## config.mk

```make
export PLATFORM = sky130hd
export DESIGN_NAME = spi_reg_bridge
export DESIGN_NICKNAME = d
export VERILOG_FILES = /design/src/rtl/spi_regif_pkg.sv /design/src/rtl/spi_pin_sync.sv /design/src/rtl/spi_edge_det.sv /design/src/rtl/spi_cmd_seq.sv /design/src/rtl/spi_tx_shift.sv /design/src/rtl/spi_reg_bridge.sv
export SDC_FILE = /design/constraint.sdc
export NUM_CORES = 1
export LEC_CHECK = 0
export BUFFER_PORTS_ARGS = -buffer_cell sky130_fd_sc_hd__buf_2
export CAP_MARGIN = 40
export CORE_ASPECT_RATIO = 0.9
export CORE_UTILIZATION = 55
export DETAILED_ROUTE_END_ITERATION = 6
export PLACE_DENSITY = 0.88
export SLEW_MARGIN = 15
export SYNTH_ARGS = -nofsm -noshare
export SYNTH_HDL_FRONTEND = slang
export SYNTH_HIERARCHICAL = 1
export SYNTH_SLANG_ARGS = --single-unit
```

## constraint.sdc

```tcl
create_clock -name clk -period 5.7 [get_ports clk]
set_input_delay 1.71 -clock clk [delete_from_list [all_inputs] [get_ports clk]]
set_output_delay 1.71 -clock clk [all_outputs]
set_load 0.01 [all_outputs]
```

## src/rtl/spi_regif_pkg.sv

```systemverilog
// Shared widths, the frame phase type and the burst address stepping rule.
package spi_regif_pkg;
    localparam int unsigned ADDR_W = 7;
    localparam int unsigned DATA_W = 8;
    localparam int unsigned BIT_W  = $clog2(DATA_W);

    typedef enum logic {PH_CMD, PH_DATA} phase_e;

    // Next burst address: plus one, wrapping, never landing on the FIFO port.
    function automatic logic [ADDR_W-1:0] step_addr(input logic [ADDR_W-1:0] cur,
                                                    input logic [ADDR_W-1:0] fifo_a);
        logic [ADDR_W-1:0] n;
        n = cur + 1'b1;
        if (n == fifo_a) n = n + 1'b1;
        return n;
    endfunction
endpackage

```

## src/rtl/spi_pin_sync.sv

```systemverilog
// Multi-flop synchronizer for a group of asynchronous input pins.
// Assumes the pins change slowly relative to clk; each bit has its own reset level.
module spi_pin_sync #(
    parameter int unsigned      N       = 3,
    parameter int unsigned      STAGES  = 2,
    parameter logic [N-1:0]     RST_VAL = '0
) (
    input  logic         clk,
    input  logic         rst_n,
    input  logic [N-1:0] pin,
    output logic [N-1:0] lvl
);
    for (genvar i = 0; i < N; i++) begin : g_pin
        logic [STAGES-1:0] chain;
        // Shift the raw pin through the synchronizer chain.
        always_ff @(posedge clk) begin
            if (!rst_n) chain <= {STAGES{RST_VAL[i]}};
            else        chain <= {chain[STAGES-2:0], pin[i]};
        end
        assign lvl[i] = chain[STAGES-1];
    end
endmodule

```

## src/rtl/spi_edge_det.sv

```systemverilog
// Rising and falling edge pulses for one already-synchronized level.
module spi_edge_det #(
    parameter logic RST_VAL = 1'b0
) (
    input  logic clk,
    input  logic rst_n,
    input  logic lvl,
    output logic rise,
    output logic fall
);
    logic prev;
    // Remember the level of the previous cycle.
    always_ff @(posedge clk) begin
        if (!rst_n) prev <= RST_VAL;
        else        prev <= lvl;
    end
    assign rise = lvl & ~prev;
    assign fall = ~lvl & prev;
endmodule

```

## src/rtl/spi_cmd_seq.sv

```systemverilog
// Frame sequencer: counts bits on SCK rises, decodes the command byte,
// steps the address and issues one-cycle register / FIFO strobes.
// Assumes 'active' low clears the frame; strobes come one clock after a byte completes.
module spi_cmd_seq
    import spi_regif_pkg::*;
#(
    parameter logic [ADDR_W-1:0] FIFO_ADDR = '0
) (
    input  logic              clk,
    input  logic              rst_n,
    input  logic              active,
    input  logic              sck_rise,
    input  logic              mosi_lvl,
    output logic [ADDR_W-1:0] port_addr,
    output logic [DATA_W-1:0] wr_data,
    output logic              reg_wr_en,
    output logic              reg_rd_en,
    output logic              fifo_push,
    output logic              fifo_pop,
    output logic              mid_byte
);
    localparam logic [BIT_W-1:0] LAST_BIT = BIT_W'(DATA_W - 1);

    phase_e            phase;
    logic [BIT_W-1:0]  bit_cnt;
    logic [DATA_W-2:0] rx_sr;
    logic              is_write;
    logic [ADDR_W-1:0] cur_addr;

    logic [DATA_W-1:0] rx_byte;
    logic [ADDR_W-1:0] nxt_addr;
    logic [ADDR_W-1:0] tgt_addr;
    logic              tgt_wr;
    logic              tgt_rd;

    assign rx_byte  = {rx_sr, mosi_lvl};
    assign mid_byte = (bit_cnt != '0);

    // Work out the target address and access kind of the byte now completing.
    always_comb begin
        nxt_addr = cur_addr;
        if (cur_addr != FIFO_ADDR) nxt_addr = step_addr(cur_addr, FIFO_ADDR);
        tgt_addr = cur_addr;
        tgt_wr   = 1'b0;
        tgt_rd   = 1'b0;
        if (phase == PH_CMD) begin
            tgt_addr = rx_byte[ADDR_W-1:0];
            tgt_rd   = ~rx_byte[DATA_W-1];
        end else if (is_write) begin
            tgt_addr = cur_addr;
            tgt_wr   = 1'b1;
        end else begin
            tgt_addr = nxt_addr;
            tgt_rd   = 1'b1;
        end
    end

    // Bit counting, command capture, address stepping and strobe generation.
    always_ff @(posedge clk) begin
        if (!rst_n) begin
            phase     <= PH_CMD;
            bit_cnt   <= '0;
            rx_sr     <= '0;
            is_write  <= 1'b0;
            cur_addr  <= '0;
            port_addr <= '0;
            wr_data   <= '0;
            reg_wr_en <= 1'b0;
            reg_rd_en <= 1'b0;
            fifo_push <= 1'b0;
            fifo_pop  <= 1'b0;
        end else begin
            reg_wr_en <= 1'b0;
            reg_rd_en <= 1'b0;
            fifo_push <= 1'b0;
            fifo_pop  <= 1'b0;
            if (!active) begin
                bit_cnt <= '0;
                phase   <= PH_CMD;
            end else if (sck_rise) begin
                rx_sr   <= rx_byte[DATA_W-2:0];
                bit_cnt <= bit_cnt + 1'b1;
                if (bit_cnt == LAST_BIT) begin
                    if (phase == PH_CMD) begin
                        is_write <= rx_byte[DATA_W-1];
                        cur_addr <= rx_byte[ADDR_W-1:0];
                        phase    <= PH_DATA;
                    end else begin
                        cur_addr <= nxt_addr;
                    end
                    if (tgt_wr || tgt_rd) port_addr <= tgt_addr;
                    if (tgt_wr) begin
                        wr_data <= rx_byte;
                        if (tgt_addr == FIFO_ADDR) fifo_push <= 1'b1;
                        else                       reg_wr_en <= 1'b1;
                    end
                    if (tgt_rd) begin
                        if (tgt_addr == FIFO_ADDR) fifo_pop  <= 1'b1;
                        else                       reg_rd_en <= 1'b1;
                    end
                end
            end
        end
    end
endmodule

```

## src/rtl/spi_tx_shift.sv

```systemverilog
// MISO shifter: loads fetched read data, shifts on falling SCK inside a byte.
// Assumes a load never coincides with a falling edge (clk well above SCK).
module spi_tx_shift
    import spi_regif_pkg::*;
(
    input  logic              clk,
    input  logic              rst_n,
    input  logic              active,
    input  logic              sck_fall,
    input  logic              mid_byte,
    input  logic              load,
    input  logic [DATA_W-1:0] load_data,
    output logic              miso_bit
);
    logic [DATA_W-1:0] tx_sr;
    // Clear between frames, load on fetch, shift after each sampled bit.
    always_ff @(posedge clk) begin
        if (!rst_n)                     tx_sr <= '0;
        else if (!active)               tx_sr <= '0;
        else if (load)                  tx_sr <= load_data;
        else if (sck_fall && mid_byte)  tx_sr <= {tx_sr[DATA_W-2:0], 1'b0};
    end
    assign miso_bit = tx_sr[DATA_W-1];
endmodule

```

## src/rtl/spi_reg_bridge.sv

```systemverilog
// Top: SPI mode-0 slave giving register and FIFO port access.
// Assumes clk at least 8x SCK; reg_rd_data is combinational from reg_addr and
// fifo_rdata shows the FIFO head in the fifo_pop cycle.
module spi_reg_bridge
    import spi_regif_pkg::*;
#(
    parameter logic [ADDR_W-1:0] FIFO_ADDR = 7'h00,
    parameter int unsigned       SYNC_STAGES = 2
) (
    input  logic              clk,
    input  logic              rst_n,
    input  logic              sck,
    input  logic              nss,
    input  logic              mosi,
    output logic              miso,
    output logic              miso_oe,
    output logic [ADDR_W-1:0] reg_addr,
    output logic              reg_wr_en,
    output logic [DATA_W-1:0] reg_wr_data,
    output logic              reg_rd_en,
    input  logic [DATA_W-1:0] reg_rd_data,
    output logic              fifo_push,
    output logic [DATA_W-1:0] fifo_wdata,
    output logic              fifo_pop,
    input  logic [DATA_W-1:0] fifo_rdata
);
    logic [2:0]        pin_lvl;
    logic              sck_rise, sck_fall;
    logic              active;
    logic              mid_byte;
    logic [DATA_W-1:0] wr_data;

    spi_pin_sync #(.N(3), .STAGES(SYNC_STAGES), .RST_VAL(3'b010)) u_sync (
        .clk(clk), .rst_n(rst_n), .pin({mosi, nss, sck}), .lvl(pin_lvl)
    );

    spi_edge_det #(.RST_VAL(1'b0)) u_sck_edge (
        .clk(clk), .rst_n(rst_n), .lvl(pin_lvl[0]), .rise(sck_rise), .fall(sck_fall)
    );

    assign active = ~pin_lvl[1];

    spi_cmd_seq #(.FIFO_ADDR(FIFO_ADDR)) u_seq (
        .clk(clk), .rst_n(rst_n), .active(active), .sck_rise(sck_rise),
        .mosi_lvl(pin_lvl[2]), .port_addr(reg_addr), .wr_data(wr_data),
        .reg_wr_en(reg_wr_en), .reg_rd_en(reg_rd_en), .fifo_push(fifo_push),
        .fifo_pop(fifo_pop), .mid_byte(mid_byte)
    );

    spi_tx_shift u_tx (
        .clk(clk), .rst_n(rst_n), .active(active), .sck_fall(sck_fall),
        .mid_byte(mid_byte), .load(reg_rd_en | fifo_pop),
        .load_data(fifo_pop ? fifo_rdata : reg_rd_data), .miso_bit(miso)
    );

    assign miso_oe     = active;
    assign reg_wr_data = wr_data;
    assign fifo_wdata  = wr_data;
endmodule

```

### Word level (Yosys, flattened, before mapping)

Cells that the tools add are included.

* bits in registers: 53
* output and inout bits: 29
* logic and storage cells: 63

* add/subtract/negate cells: 3
* equality and inequality tests: 1
* mux-type cells: 14
* bitwise logic cells: 13
* reductions and logical operators: 16

Operator list (count)
* 7-bit two-way mux: 5
* 8-bit two-way mux: 3
* 7-bit by 1-bit adder with 7-bit output, second input constant: 2
* 7-bit logical NOT: 2
* 4-bit AND reduction: 3
* 1-bit NOT: 10
* 5-bit OR reduction: 2
* 7-bit nonzero test: 1
* 1-bit two-way mux: 6
* 2-bit AND reduction: 2
* 3-bit by 1-bit adder with 3-bit output, second input constant: 1
* 3-bit equality test, second input constant: 1
* 3-bit AND reduction: 1
* 3-bit nonzero test: 1
* 1-bit AND: 2
* 2-bit nonzero test: 1
* 2-bit OR reduction: 1
* 1-bit logical AND: 1
* 1-bit logical OR: 1
* 1-bit OR: 1

### Depth between registers and ports, before layout

Gate-level depths: netlist of run 1.

* word-level depth: 8
* depth in mapped cells: 9

### Modules after synthesis

Netlist of run 1, hierarchy kept.

Modules (own cells, without submodules)
* spi_cmd_seq: times used 1, cells each 258, area each 2108.3 µm²
* spi_tx_shift: times used 1, cells each 42, area each 375.4 µm²
* spi_reg_bridge: times used 1, cells each 19, area each 201.4 µm²
* spi_pin_sync: times used 1, cells each 15, area each 180.2 µm²
* spi_edge_det: times used 1, cells each 4, area each 38.8 µm²

### Least setup slack after synthesis of run 1

No wires, ideal clock.

* kind: input port to flip-flop
* start point: in rst_n
* end point: reg u_seq.cur_addr[5]
* setup time: 0.071 ns
* data arrival time: 2.465 ns
* data required time: 5.629 ns
* path slack: 3.164 ns
* stages: 4
* path through: clkbuf_1 clkinv_1 clkbuf_1 a21oi_1

RTL lines
* start: declaration: RTL line spi_reg_bridge.sv:11 `input logic rst_n,`
* end signal: assignment: RTL line spi_cmd_seq.sv:86 `cur_addr <= rx_byte[ADDR_W-1:0];`
* end signal: assignment: RTL line spi_cmd_seq.sv:89 `cur_addr <= nxt_addr;`
* end: declaration: RTL line spi_cmd_seq.sv:28 `logic [ADDR_W-1:0] cur_addr;`

No word-level cell between the ends.

### Worst setup path after layout of run 1

* start point: reg u_seq.fifo_pop
* end point: out fifo_pop

RTL lines
* start: declaration: RTL line spi_cmd_seq.sv:19 `output logic fifo_pop,`
* start signal: assignment: RTL line spi_cmd_seq.sv:71 `fifo_pop <= 1'b0;`
* start signal: assignment: RTL line spi_cmd_seq.sv:76 `fifo_pop <= 1'b0;`
* start signal: assignment: RTL line spi_cmd_seq.sv:98 `if (tgt_addr == FIFO_ADDR) fifo_pop <= 1'b1;`
* end: declaration: RTL line spi_reg_bridge.sv:24 `output logic fifo_pop,`

No word-level cell between the ends.

==> results of run 1 <==
kinds of logic (layout without fill, tap and decap cells):
family / count (synthesis) / after routing / synth area share
mux: 14 / 14 / 0.06204
xor+xnor: 2 / 2 / 0.006033
simple gates: 144 / 144 / 0.2822
compound gates: 79 / 79 / 0.1822
flops: 53 / 53 / 0.3654
buf+inv: 40 / 67 / 0.07626
fa+ha+maj: 6 / 6 / 0.02585
stage by stage:
step	hold WS, ns	total power, mW	setup slack (ns)	std cells	util
finish	0.4128	0.6712	2.773	430	0.6407
global route	0.4345	0.6921	2.703	430	0.6407
CTS	0.4171	0.6742	2.758	430	0.6407
detailed placement	0.3940	0.4054	2.653	422	0.6157
global placement	0.3929	0.4044	2.717	422	0.6157
floorplan	0.3863	0.3964	3.164	338	-
power groups by stage:
stage / Clock [mW] / Sequential (mW) / Combinational, mW
final: 0.274 / 0.373 / 0.0237
after global placement: 0 / 0.382 / 0.0227
after global routing: 0.293 / 0.374 / 0.0260
after CTS: 0.277 / 0.373 / 0.0238
after detailed placement: 0 / 0.382 / 0.0236
after floorplan: 0 / 0.381 / 0.0152
sequential cells by signal (all words and copies together) (netlist names):
name / count
u_sck_edge/prev: 1
u_seq/bit_cnt: 3
u_seq/cur_addr: 7
u_seq/fifo_pop: 1
u_seq/fifo_push: 1
u_seq/is_write: 1
u_seq/phase: 1
u_seq/port_addr: 7
u_seq/reg_rd_en: 1
u_seq/reg_wr_en: 1
u_seq/rx_sr: 7
u_seq/wr_data: 8
u_sync/g_pin.chain: 6
u_tx/tx_sr: 8
area by class of cell:
| type | instances | area (µm²) |
|---|---|---|
| Clock inverter | 2 | 41.29 |
| Fill cell | 416 | 1780 |
| Clock buffer | 6 | 82.58 |
| Inverter | 9 | 33.78 |
| Multi-Input combinational cell | 245 | 1622 |
| Sequential cell | 53 | 1061 |
| Timing Repair Buffer | 50 | 252.7 |
| Tap cell | 65 | 81.33 |
per-layer routing:
metal  GRT usage  up-vias  share of wire
li1            -     1249              -
met1      0.3234     1216           0.44
met2      0.4048      101           0.48
met3     0.03355       13          0.061
met4     0.08642        0          0.019
met5           0        -              0
synthesized netlist by cell type (6+ instances only):
cell / n / share of area
a21oi_1: 26 / 0.045
mux2i_1: 6 / 0.021
nand3_1: 14 / 0.024
a211oi_1: 9 / 0.023
ha_1: 6 / 0.026
nand2b_1: 6 / 0.013
buf_4: 13 / 0.034
nand2_1: 41 / 0.053
nor2b_1: 12 / 0.026
and2_1: 9 / 0.019
a31oi_1: 9 / 0.019
and3_2: 8 / 0.021
clkbuf_1: 9 / 0.012
o21ai_0: 9 / 0.016
nor2_1: 17 / 0.022
nor3_1: 13 / 0.022
dfxtp_1: 53 / 0.37
buf_2: 6 / 0.010
mux2_4: 8 / 0.041
inv_1: 8 / 0.010
worst min-delay path by stage:
stage | endpoint | slack, ns
2_1_floorplan | u_sync/g_pin[1].chain[1]$_SDFF_PN1_ | 0.39
6_report | u_sync/g_pin[1].chain[1]$_SDFF_PN1_ | 0.41
4_1_cts | u_sync/g_pin[1].chain[1]$_SDFF_PN1_ | 0.42
3_3_place_gp | u_sync/g_pin[1].chain[1]$_SDFF_PN1_ | 0.39
3_5_place_dp | u_sync/g_pin[1].chain[1]$_SDFF_PN1_ | 0.39
5_1_grt | u_sync/g_pin[1].chain[1]$_SDFF_PN1_ | 0.43
==> flow_summary_export.csv, run 1 <==
group,metric,value,unit
die,die_area,5575,µm²
worst_setup_path,crit_path_cell_trace,"buf_2",
layout,syn2layout_area_growth,9.306,%
route,drt-pass1-iter-count,5,
sta,final-hold-violation-count,0,
layout,layout.cells.most_common_list,"53 x dfxtp_1, 49 x buf_2, 41 x nand2_1",
cts,numCtsBuffers,5,
power_and_ir_drop,switchingPower,141.2,µW
worst_setup_path,worst-path-buf-inv,1,
sta,timing.setup.tns,0,ns
global_route,number_of_global_route_vias_before_repair,2352,
route,ant_nets,0,
worst_setup_path,critPathMaxStageDelay,0.68,ns
cts,insertion_delay,0.31,ns
placement,gpl.final_weighted_congestion,0.8749,
power_and_ir_drop,worst_ir_drop_vdd,0.2121,mV
synth,netlist_area,2904,µm²
cts,clock_sink_count,53,
worst_setup_path,critPathArrivalTime,1.22,ns
die,die_x,78.60,µm
synth,synth.lib_cells_used.distinct,58,
power_and_ir_drop,power.share.sequential,0.556,
synth,ys_seq_elements,53,
die,area_of_the_core_region,4955,µm²
worst_setup_path,rrSetupSlack,2.87,ns
worst_setup_path,first_element_of_the_critical_path,"u_seq/fifo_pop$_SDFF_PN0_",
placement,detailedPlacementHpwl,4631,µm
worst_setup_path,critical-path-top-delay-family,"flip-flops",
route,dr.first_iter.drc_count,292,
sta,timing.final.setup_violations,0,
synth,synth-async-reset-ratio,0,
hold_path,hold-path-cell-count,1,
power_and_ir_drop,switching_share,0.2103,
sta,timing_max_transition_violations_final,0,
cts,clockBufferDepth,2,
sta,unrepaired_setup_endpoints_after_global_routing,"no",
global_route,global_route.usage.total,0.2436,
cts,cts_setup_buffers,0,
worst_setup_path,worstPathMaxFanout,10,
power_and_ir_drop,power_per_cell_area,211.5,nW/µm²
sta,clock_skew,0.009850,ns
worst_setup_path,cpMaxStageDelayCell,"dfxtp_1",
worst_setup_path,crit_path_end_kind,"primary output",
cts,tritoncts,"done",
die,die_y,70.94,µm
synth,share_of_synthesized_area_occupied_by_flip_flops_and_latches,0.3654,
worst_setup_path,worstReg2RegStart,"u_seq/phase$_SDFFE_PN0P_",
route,vias_after_detailed_routing,2579,
sta,min_period_over_period,0.5135,
cts,post_cts_hold_buffer_count,0,
global_route,grt.overflow.total,0,
job,cap_violations,0,
synth,avgSynthCellArea,8.592,µm²
layout,antennaDiodeCount,0,
cts,cts_resized,0,
layout,share_of_final_layout_standard_cells_stronger_than_drive_strength_1,0.2356,
die,start_util,0.5861,
hold_path,hold_path.startpoint,"u_sync/g_pin[1].chain[0]$_SDFF_PN1_",
cts,clk_pin_slew,0.10,ns
cts,clk_root_buffer_cell,"clkbuf_8",
synth,synth-edff-count,0,
synth,postSynthNetCount,365,
worst_setup_path,path_class,"flip-flop to primary output",
worst_setup_path,crit-reg2reg-capture,"u_seq/fifo_pop$_SDFF_PN0_",
power_and_ir_drop,power.share.combinational,0.035,
route,wire_per_inst,15.21,µm
power_and_ir_drop,leakagePower,1.253,nW
sta,peak_clock_frequency_supported_by_timing,341.7,MHz
outcome,run_status,"finished clean",
route,dr_vias_cell,5.998,
power_and_ir_drop,clkPwrFrac,0.409,
sta,timing.final.crit_period,2.927,ns
hold_path,worst_hold_path_type,"flip-flop to flip-flop",
layout,final_nets,391,
die,io_pins,50,
route,finalWirelength,6540,µm
worst_setup_path,critical_path_stages,1,
layout,layout.cells.most_common,"dfxtp_1",
global_route,grt_pass1_wl,10810,µm
route,post_detailed_route_drc_marker_count,0,
sta,timing.slew.headroom,0.4115,
global_route,grt_start_max_net_pins,27,
synth,synth-warning-count,6,
placement,placed_area,3050,µm²
worst_setup_path,critical_path.endpoint,"fifo_pop",
worst_setup_path,critPathLaunchType,"flip-flop",
synth,ys.flop_type,"dfxtp_1",
placement,buffers_added_on_ports,49,
sta,max_slew.worst_pin.slew,0.8827,ns
cts,htree_levels,2,
global_route,antenna_violations_before_repair,0,
layout,final_cell_area,3174,µm²
die,rows,24,
power_and_ir_drop,power.internal,530.1,µW
synth,post_synth_inst_count,338,
worst_setup_path,r2r.worst_path.cells,4,
worst_setup_path,worstPathRequired,3.99,ns
(Power assumes the default switching activity.)
==> run 2, diff against run 1 <==
==> constraint.sdc (replaced) <==
create_clock -name clk -period 3 [get_ports clk]
set_input_delay 0.9 -clock clk [delete_from_list [all_inputs] [get_ports clk]]
set_output_delay 0.9 -clock clk [all_outputs]
set_load 0.01 [all_outputs]
==> run 2 against run 1 <==
Effect of this change: sequential power up 90%; routed wire length up 0.89%; largest power group unchanged; global-route usage rose by 0.36 points; flip-flop and latch count unchanged; final cell count rose by 0.93%; critical endpoint is now u_seq/fifo_pop$_SDFF_PN0_; clock power up 89%; register-to-register slack worse by 2.4 ns; critical path depth grew 6; first-iteration DRC count is 2.7% lower.
==> flow_summary_export.csv, run 2 (synthesis results as in run 1) <==
group,metric,value,unit
cts,cts_setup_buffers,0,
sta,timing.setup.tns,0,ns
layout,post-route-util,0.6467,
layout,final_cell_area,3204,µm²
global_route,global_route.usage.total,0.2472,
die,die_area,5575,µm²
sta,unrepaired_setup_endpoints_after_global_routing,"no",
die,rows,24,
die,start_util,0.5861,
cts,post_cts_hold_buffer_count,0,
sta,max_slew.worst_pin.slew,0.7483,ns
placement,gpl.final_weighted_congestion,0.9268,
worst_setup_path,path_class,"flip-flop to flip-flop",
placement,detailedPlacementHpwl,4679,µm
layout,syn2layout_area_growth,10.34,%
route,wire_per_inst,15.20,µm
sta,setup_ws,0.4547,ns
worst_setup_path,crit_path_cell_trace,"inv_1 > ha_1 > nor4b_4 > a2111oi_4 > or4b_4 > and3_4 > nor4b_4",
placement,placed_cells_incl_taps,426,
worst_setup_path,worstPathRequired,3.23,ns
cts,clock_sink_count,53,
worst_setup_path,crit_path_frequent_cell,"nor4b_4",
cts,clockBufferDepth,2,
cts,insertion_delay,0.30,ns
sta,timing_max_transition_violations_final,0,
worst_setup_path,crit_path_end_kind,"flip-flop",
sta,min_period_over_period,0.8484,
placement,placed_area,3080,µm²
global_route,grt.overflow.total,0,
sta,final.hold.worst_slack,0.4222,ns
power_and_ir_drop,power_per_cell_area,397.6,nW/µm²
layout,num-fill-cells,409,
route,drt-pass1-iter-count,5,
sta,timing.final.crit_period,2.545,ns
route,ant_nets,0,
global_route,antenna_violations_before_repair,0,
route,finalWirelength,6598,µm
power_and_ir_drop,leakagePower,1.273,nW
layout,final_nets,395,
cts,clk_root_buffer_cell,"clkbuf_8",
layout,layout.cells.most_common,"dfxtp_1",
route,dr_vias_cell,6.005,
route,dr.first_iter.drc_count,284,
layout,layout.cells.most_common_list,"53 x dfxtp_1, 49 x buf_2, 41 x nand2_1",
worst_setup_path,rrSetupSlack,0.45,ns
cts,clk_pin_slew,0.10,ns
route,vias_after_detailed_routing,2606,
power_and_ir_drop,worst_ir_drop_vdd,0.3458,mV
layout,post_layout_nonfiller_instances,434,
layout,share_of_final_layout_standard_cells_stronger_than_drive_strength_1,0.2439,
global_route,grt_start_max_net_pins,23,
sta,peak_clock_frequency_supported_by_timing,392.9,MHz
worst_setup_path,critPathMaxStageDelay,0.57,ns
route,post_detailed_route_drc_marker_count,0,
global_route,grt_pass1_wl,11000,µm
placement,buffers_added_on_ports,49,
job,cap_violations,0,
worst_setup_path,critPathArrivalTime,2.77,ns
sta,timing.final.setup_violations,0,
worst_setup_path,critPathLaunchType,"flip-flop",
layout,reg.largest.list,"u_seq/wr_data x8, u_tx/tx_sr x8",
outcome,run_status,"finished clean",
die,io_pins,50,
worst_setup_path,cpMaxStageDelayCell,"dfxtp_1",
cts,cts_resized,0,
layout,antennaDiodeCount,0,
placement,placement.setup.worst_slack,0.5099,ns
cts,tritoncts,"done",
die,die_y,70.94,µm
cts,numCtsBuffers,5,
power_and_ir_drop,report.power.total,1.274,mW
worst_setup_path,worstPathMaxFanout,13,
sta,timing.slew.headroom,0.4965,
sta,clock_skew,0.005947,ns
global_route,number_of_global_route_vias_before_repair,2442,
die,die_x,78.60,µm
cts,htree_levels,2,
hold_path,worst_hold_path_type,"flip-flop to flip-flop",
die,area_of_the_core_region,4955,µm²
sta,final-hold-violation-count,0,
[run 2: cell types whose count changed in the layout (fill, tap and decap cells not counted), sizes merged]
cell / previous run / this run
buf: 50 / 54
[run 2: path summary, 6_finish.rpt]
| kind | start | to | cells after the start |
|---|---|---|---|
| max | u_seq/cur_addr[0]$_SDFFE_PN0P_ | u_seq/fifo_pop$_SDFF_PN0_ | 7 |
| min | u_sync/g_pin[1].chain[0]$_SDFF_PN1_ | u_sync/g_pin[1].chain[1]$_SDFF_PN1_ | 1 |
| max reg2reg | u_seq/cur_addr[0]$_SDFFE_PN0P_ | u_seq/fifo_pop$_SDFF_PN0_ | 7 |
| min reg2reg | u_sync/g_pin[1].chain[0]$_SDFF_PN1_ | u_sync/g_pin[1].chain[1]$_SDFF_PN1_ | 1 |
[run 2: worst max-delay path: cells and delay by family, from the launching register on]
family | cells | cell delay [ns]
AO/OA/AOI/OAI | 1 | 0.38
adder cells (fa/ha/maj) | 1 | 0.24
buffers and inverters | 1 | 0.18
flip-flops | 1 | 0.57
AND/OR/NAND/NOR | 4 | 1.09
[run 2: power breakdown]
part           switching, mW  leakage, nW  internal [mW]  total, mW
Combinational         0.0235        0.781         0.0233     0.0468
Clock                  0.241       0.0633          0.277      0.518
Sequential           0.00174        0.428          0.707      0.709
Total                  0.266         1.27           1.01       1.27
[run 2: area by class of cell]
cell class	count	area (µm²)	area share
timing repair buffer	54	282.8	0.08825
inverter	9	33.78	0.01054
multi-input combinational	245	1622	0.5061
clock inverter	2	41.29	0.01289
clock buffer	6	82.58	0.02577
tap	65	81.33	0.02538
sequential	53	1061	0.3311
[run 2: layer usage]
metal / routed length [µm] / up-vias / global-route usage
met2: 3108 / 127 / 0.4048
met1: 2824 / 1206 / 0.3250
met5: 0 / - / 0
met4: 154 / 0 / 0.1008
met3: 510 / 17 / 0.03871
li1: - / 1256 / -
==> run 3, diff against run 2 <==
==> constraint.sdc (replaced) <==
create_clock -name clk -period 2.6 [get_ports clk]
set_input_delay 0.78 -clock clk [delete_from_list [all_inputs] [get_ports clk]]
set_output_delay 0.78 -clock clk [all_outputs]
set_load 0.01 [all_outputs]
==> run 3 against run 2 <==
Effect of this change: via count increased by 0.54%; final cell count grew 1.2%; power grew 16%; largest cell class unchanged; flip-flop and latch count stayed put; die area stayed put; hold slack got worse by 0.0032 ns; sequential power is 15% higher; register-to-register slack got worse by 0.29 ns; clock power rose by 16%; clock skew shrank 0.0016 ns; final area is 1.2% higher; critical path type unchanged; first-iteration DRC count is 20% higher.
==> flow_summary_export.csv, run 3 (synthesis results as in run 1) <==
group,metric,value,unit
placement,gpl.final_weighted_congestion,0.9044,
route,drt-pass1-iter-count,7,
route,dr.first_iter.drc_count,341,
placement,placement.setup.worst_slack,0.1695,ns
global_route,grt_start_max_net_pins,20,
hold_path,hold_path.startpoint,"u_sync/g_pin[1].chain[0]$_SDFF_PN1_",
power_and_ir_drop,leakagePower,1.299,nW
sta,timing.slew.headroom,0.4751,
sta,final.hold.worst_slack,0.4190,ns
power_and_ir_drop,switchingPower,312.3,µW
global_route,antenna_violations_before_repair,0,
global_route,number_of_global_route_vias_before_repair,2430,
sta,unrepaired_setup_endpoints_after_global_routing,"no",
power_and_ir_drop,power.share.sequential,0.554,
placement,detailedPlacementHpwl,4756,µm
die,die_area,5575,µm²
sta,timing_max_transition_violations_final,0,
cts,htree_levels,2,
sta,max_slew.worst_pin.slew,0.7801,ns
layout,share_of_final_layout_standard_cells_stronger_than_drive_strength_1,0.2567,
cts,cts_setup_buffers,0,
die,rows,24,
die,area_of_the_core_region,4955,µm²
layout,syn2layout_area_growth,11.68,%
route,ant_nets,0,
worst_setup_path,worstPathMaxFanout,13,
worst_setup_path,worstPathRequired,2.83,ns
route,wire_per_inst,15.03,µm
cts,clockBufferDepth,2,
power_and_ir_drop,worst_ir_drop_vdd,0.3591,mV
cts,numCtsBuffers,5,
cts,clk_pin_slew,0.10,ns
power_and_ir_drop,power_per_cell_area,455.1,nW/µm²
placement,buffers_added_on_ports,49,
worst_setup_path,path_class,"flip-flop to flip-flop",
power_and_ir_drop,clkPwrFrac,0.409,
cts,clk_root_buffer_cell,"clkbuf_8",
layout,post_layout_nonfiller_instances,439,
layout,final_cell_area,3243,µm²
route,dr_vias_cell,5.968,
die,die_y,70.94,µm
die,start_util,0.5861,
job,cap_violations,0,
power_and_ir_drop,switching_share,0.2116,
sta,min_period_over_period,0.9357,
placement,placed_cells_incl_taps,431,
sta,peak_clock_frequency_supported_by_timing,411.0,MHz
outcome,run_status,"finished clean",
route,vias_after_detailed_routing,2620,
worst_setup_path,r2r.worst_path.cells,6,
worst_setup_path,critPathArrivalTime,2.66,ns
sta,timing.final.setup_violations,0,
die,die_x,78.60,µm
route,finalWirelength,6596,µm
sta,final-hold-violation-count,0,
global_route,grt.overflow.total,0,
layout,layout.cells.most_common,"dfxtp_1",
layout,reg.largest.list,"u_seq/wr_data x8, u_tx/tx_sr x8",
hold_path,worst_hold_path_type,"flip-flop to flip-flop",
worst_setup_path,rrSetupSlack,0.17,ns
worst_setup_path,crit-reg2reg-capture,"u_seq/fifo_pop$_SDFF_PN0_",
worst_setup_path,critPathLaunchType,"flip-flop",
hold_path,timing.hold.worst_endpoint,"u_sync/g_pin[1].chain[1]$_SDFF_PN1_",
power_and_ir_drop,power.internal,1.164,mW
layout,final_nets,400,
layout,num-fill-cells,420,
route,post_detailed_route_drc_marker_count,0,
layout,antennaDiodeCount,0,
global_route,grt_pass1_wl,11050,µm
sta,timing.setup.tns,0,ns
sta,timing.final.crit_period,2.433,ns
power_and_ir_drop,power.share.combinational,0.037,
global_route,global_route.usage.total,0.2487,
placement,placed_area,3118,µm²
worst_setup_path,worstReg2RegStart,"u_seq/cur_addr[0]$_SDFFE_PN0P_",
cts,insertion_delay,0.31,ns
sta,clock_skew,0.004322,ns
cts,tritoncts,"done",
sta,setup_ws,0.1671,ns
worst_setup_path,crit_path_end_kind,"flip-flop",
layout,layout.cells.most_common_list,"52 x dfxtp_1, 49 x buf_2, 41 x nand2_1",
die,io_pins,50,
cts,clock_sink_count,53,
hold_path,hold-path-cell-count,1,
[run 3: cell types whose count changed in the layout (fill, tap and decap cells not counted), sizes merged]
cell | previous run | this run
buf | 54 | 59
[run 3: what timing repair did]
| item | CTS | global route |
|---|---|---|
| endpoints found under the setup margin | 0 | 4 |
| resized for setup | 0 | 1 |
| hold buffers | 0 | 0 |
[run 3: through the flow]
step / power, mW / utilization
detailed placement: 0.8915 / 0.6293
global route: 1.518 / 0.6545
finish: 1.476 / 0.6545
floorplan: 0.8691 / -
global placement: 0.8894 / 0.6293
CTS: 1.485 / 0.6543
[run 3: layer usage]
| layer | routed length [µm] | global-route usage | vias to the layer above |
|---|---|---|---|
| li1 | - | - | 1274 |
| met1 | 2829 | 0.3263 | 1196 |
| met2 | 2994 | 0.3874 | 127 |
| met3 | 590 | 0.06452 | 23 |
| met4 | 182 | 0.1049 | 0 |
| met5 | 0 | 0 | - |
[run 3: power groups by stage]
stage / combinational [mW] / clock [mW] / sequential [mW]
2_1_floorplan: 0.0334 / 0 / 0.836
3_3_place_gp: 0.0529 / 0 / 0.837
3_5_place_dp: 0.0546 / 0 / 0.837
4_1_cts: 0.0549 / 0.612 / 0.818
5_1_grt: 0.0594 / 0.640 / 0.819
6_report: 0.0548 / 0.603 / 0.818
[run 3: area by class of cell]
class / instances / area, µm² / share of cell area
clock buffer: 6 / 82.58 / 0.02546
clock inverter: 2 / 41.29 / 0.01273
tap: 65 / 81.33 / 0.02508
multi-input combinational: 245 / 1622 / 0.5000
timing repair buffer: 59 / 320.3 / 0.09877
sequential: 53 / 1062 / 0.3275
inverter: 9 / 33.78 / 0.01042
[run 3: worst max path at each step]
stage	startpoint	endpoint	slack, ns	cells after the start
3_3_place_gp	u_seq/cur_addr[0]$_SDFFE_PN0P_	u_seq/fifo_pop$_SDFF_PN0_	0.24	7
2_1_floorplan	u_seq/cur_addr[0]$_SDFFE_PN0P_	u_seq/fifo_pop$_SDFF_PN0_	0.30	8
4_1_cts	u_seq/cur_addr[0]$_SDFFE_PN0P_	u_seq/fifo_pop$_SDFF_PN0_	0.12	6
5_1_grt	u_seq/cur_addr[0]$_SDFFE_PN0P_	u_seq/fifo_pop$_SDFF_PN0_	0.11	6
6_report	u_seq/cur_addr[0]$_SDFFE_PN0P_	u_seq/fifo_pop$_SDFF_PN0_	0.17	6
3_5_place_dp	u_seq/cur_addr[0]$_SDFFE_PN0P_	u_seq/fifo_pop$_SDFF_PN0_	0.17	6
[run 3: worst max-delay path: stages (launching register included)]
cell	delay [ns]
dfxtp_2	0.40
ha_1	0.33
nand2b_1	0.20
nor4_1	0.61
o311ai_0	0.30
and3_4	0.27
nor4b_4	0.23
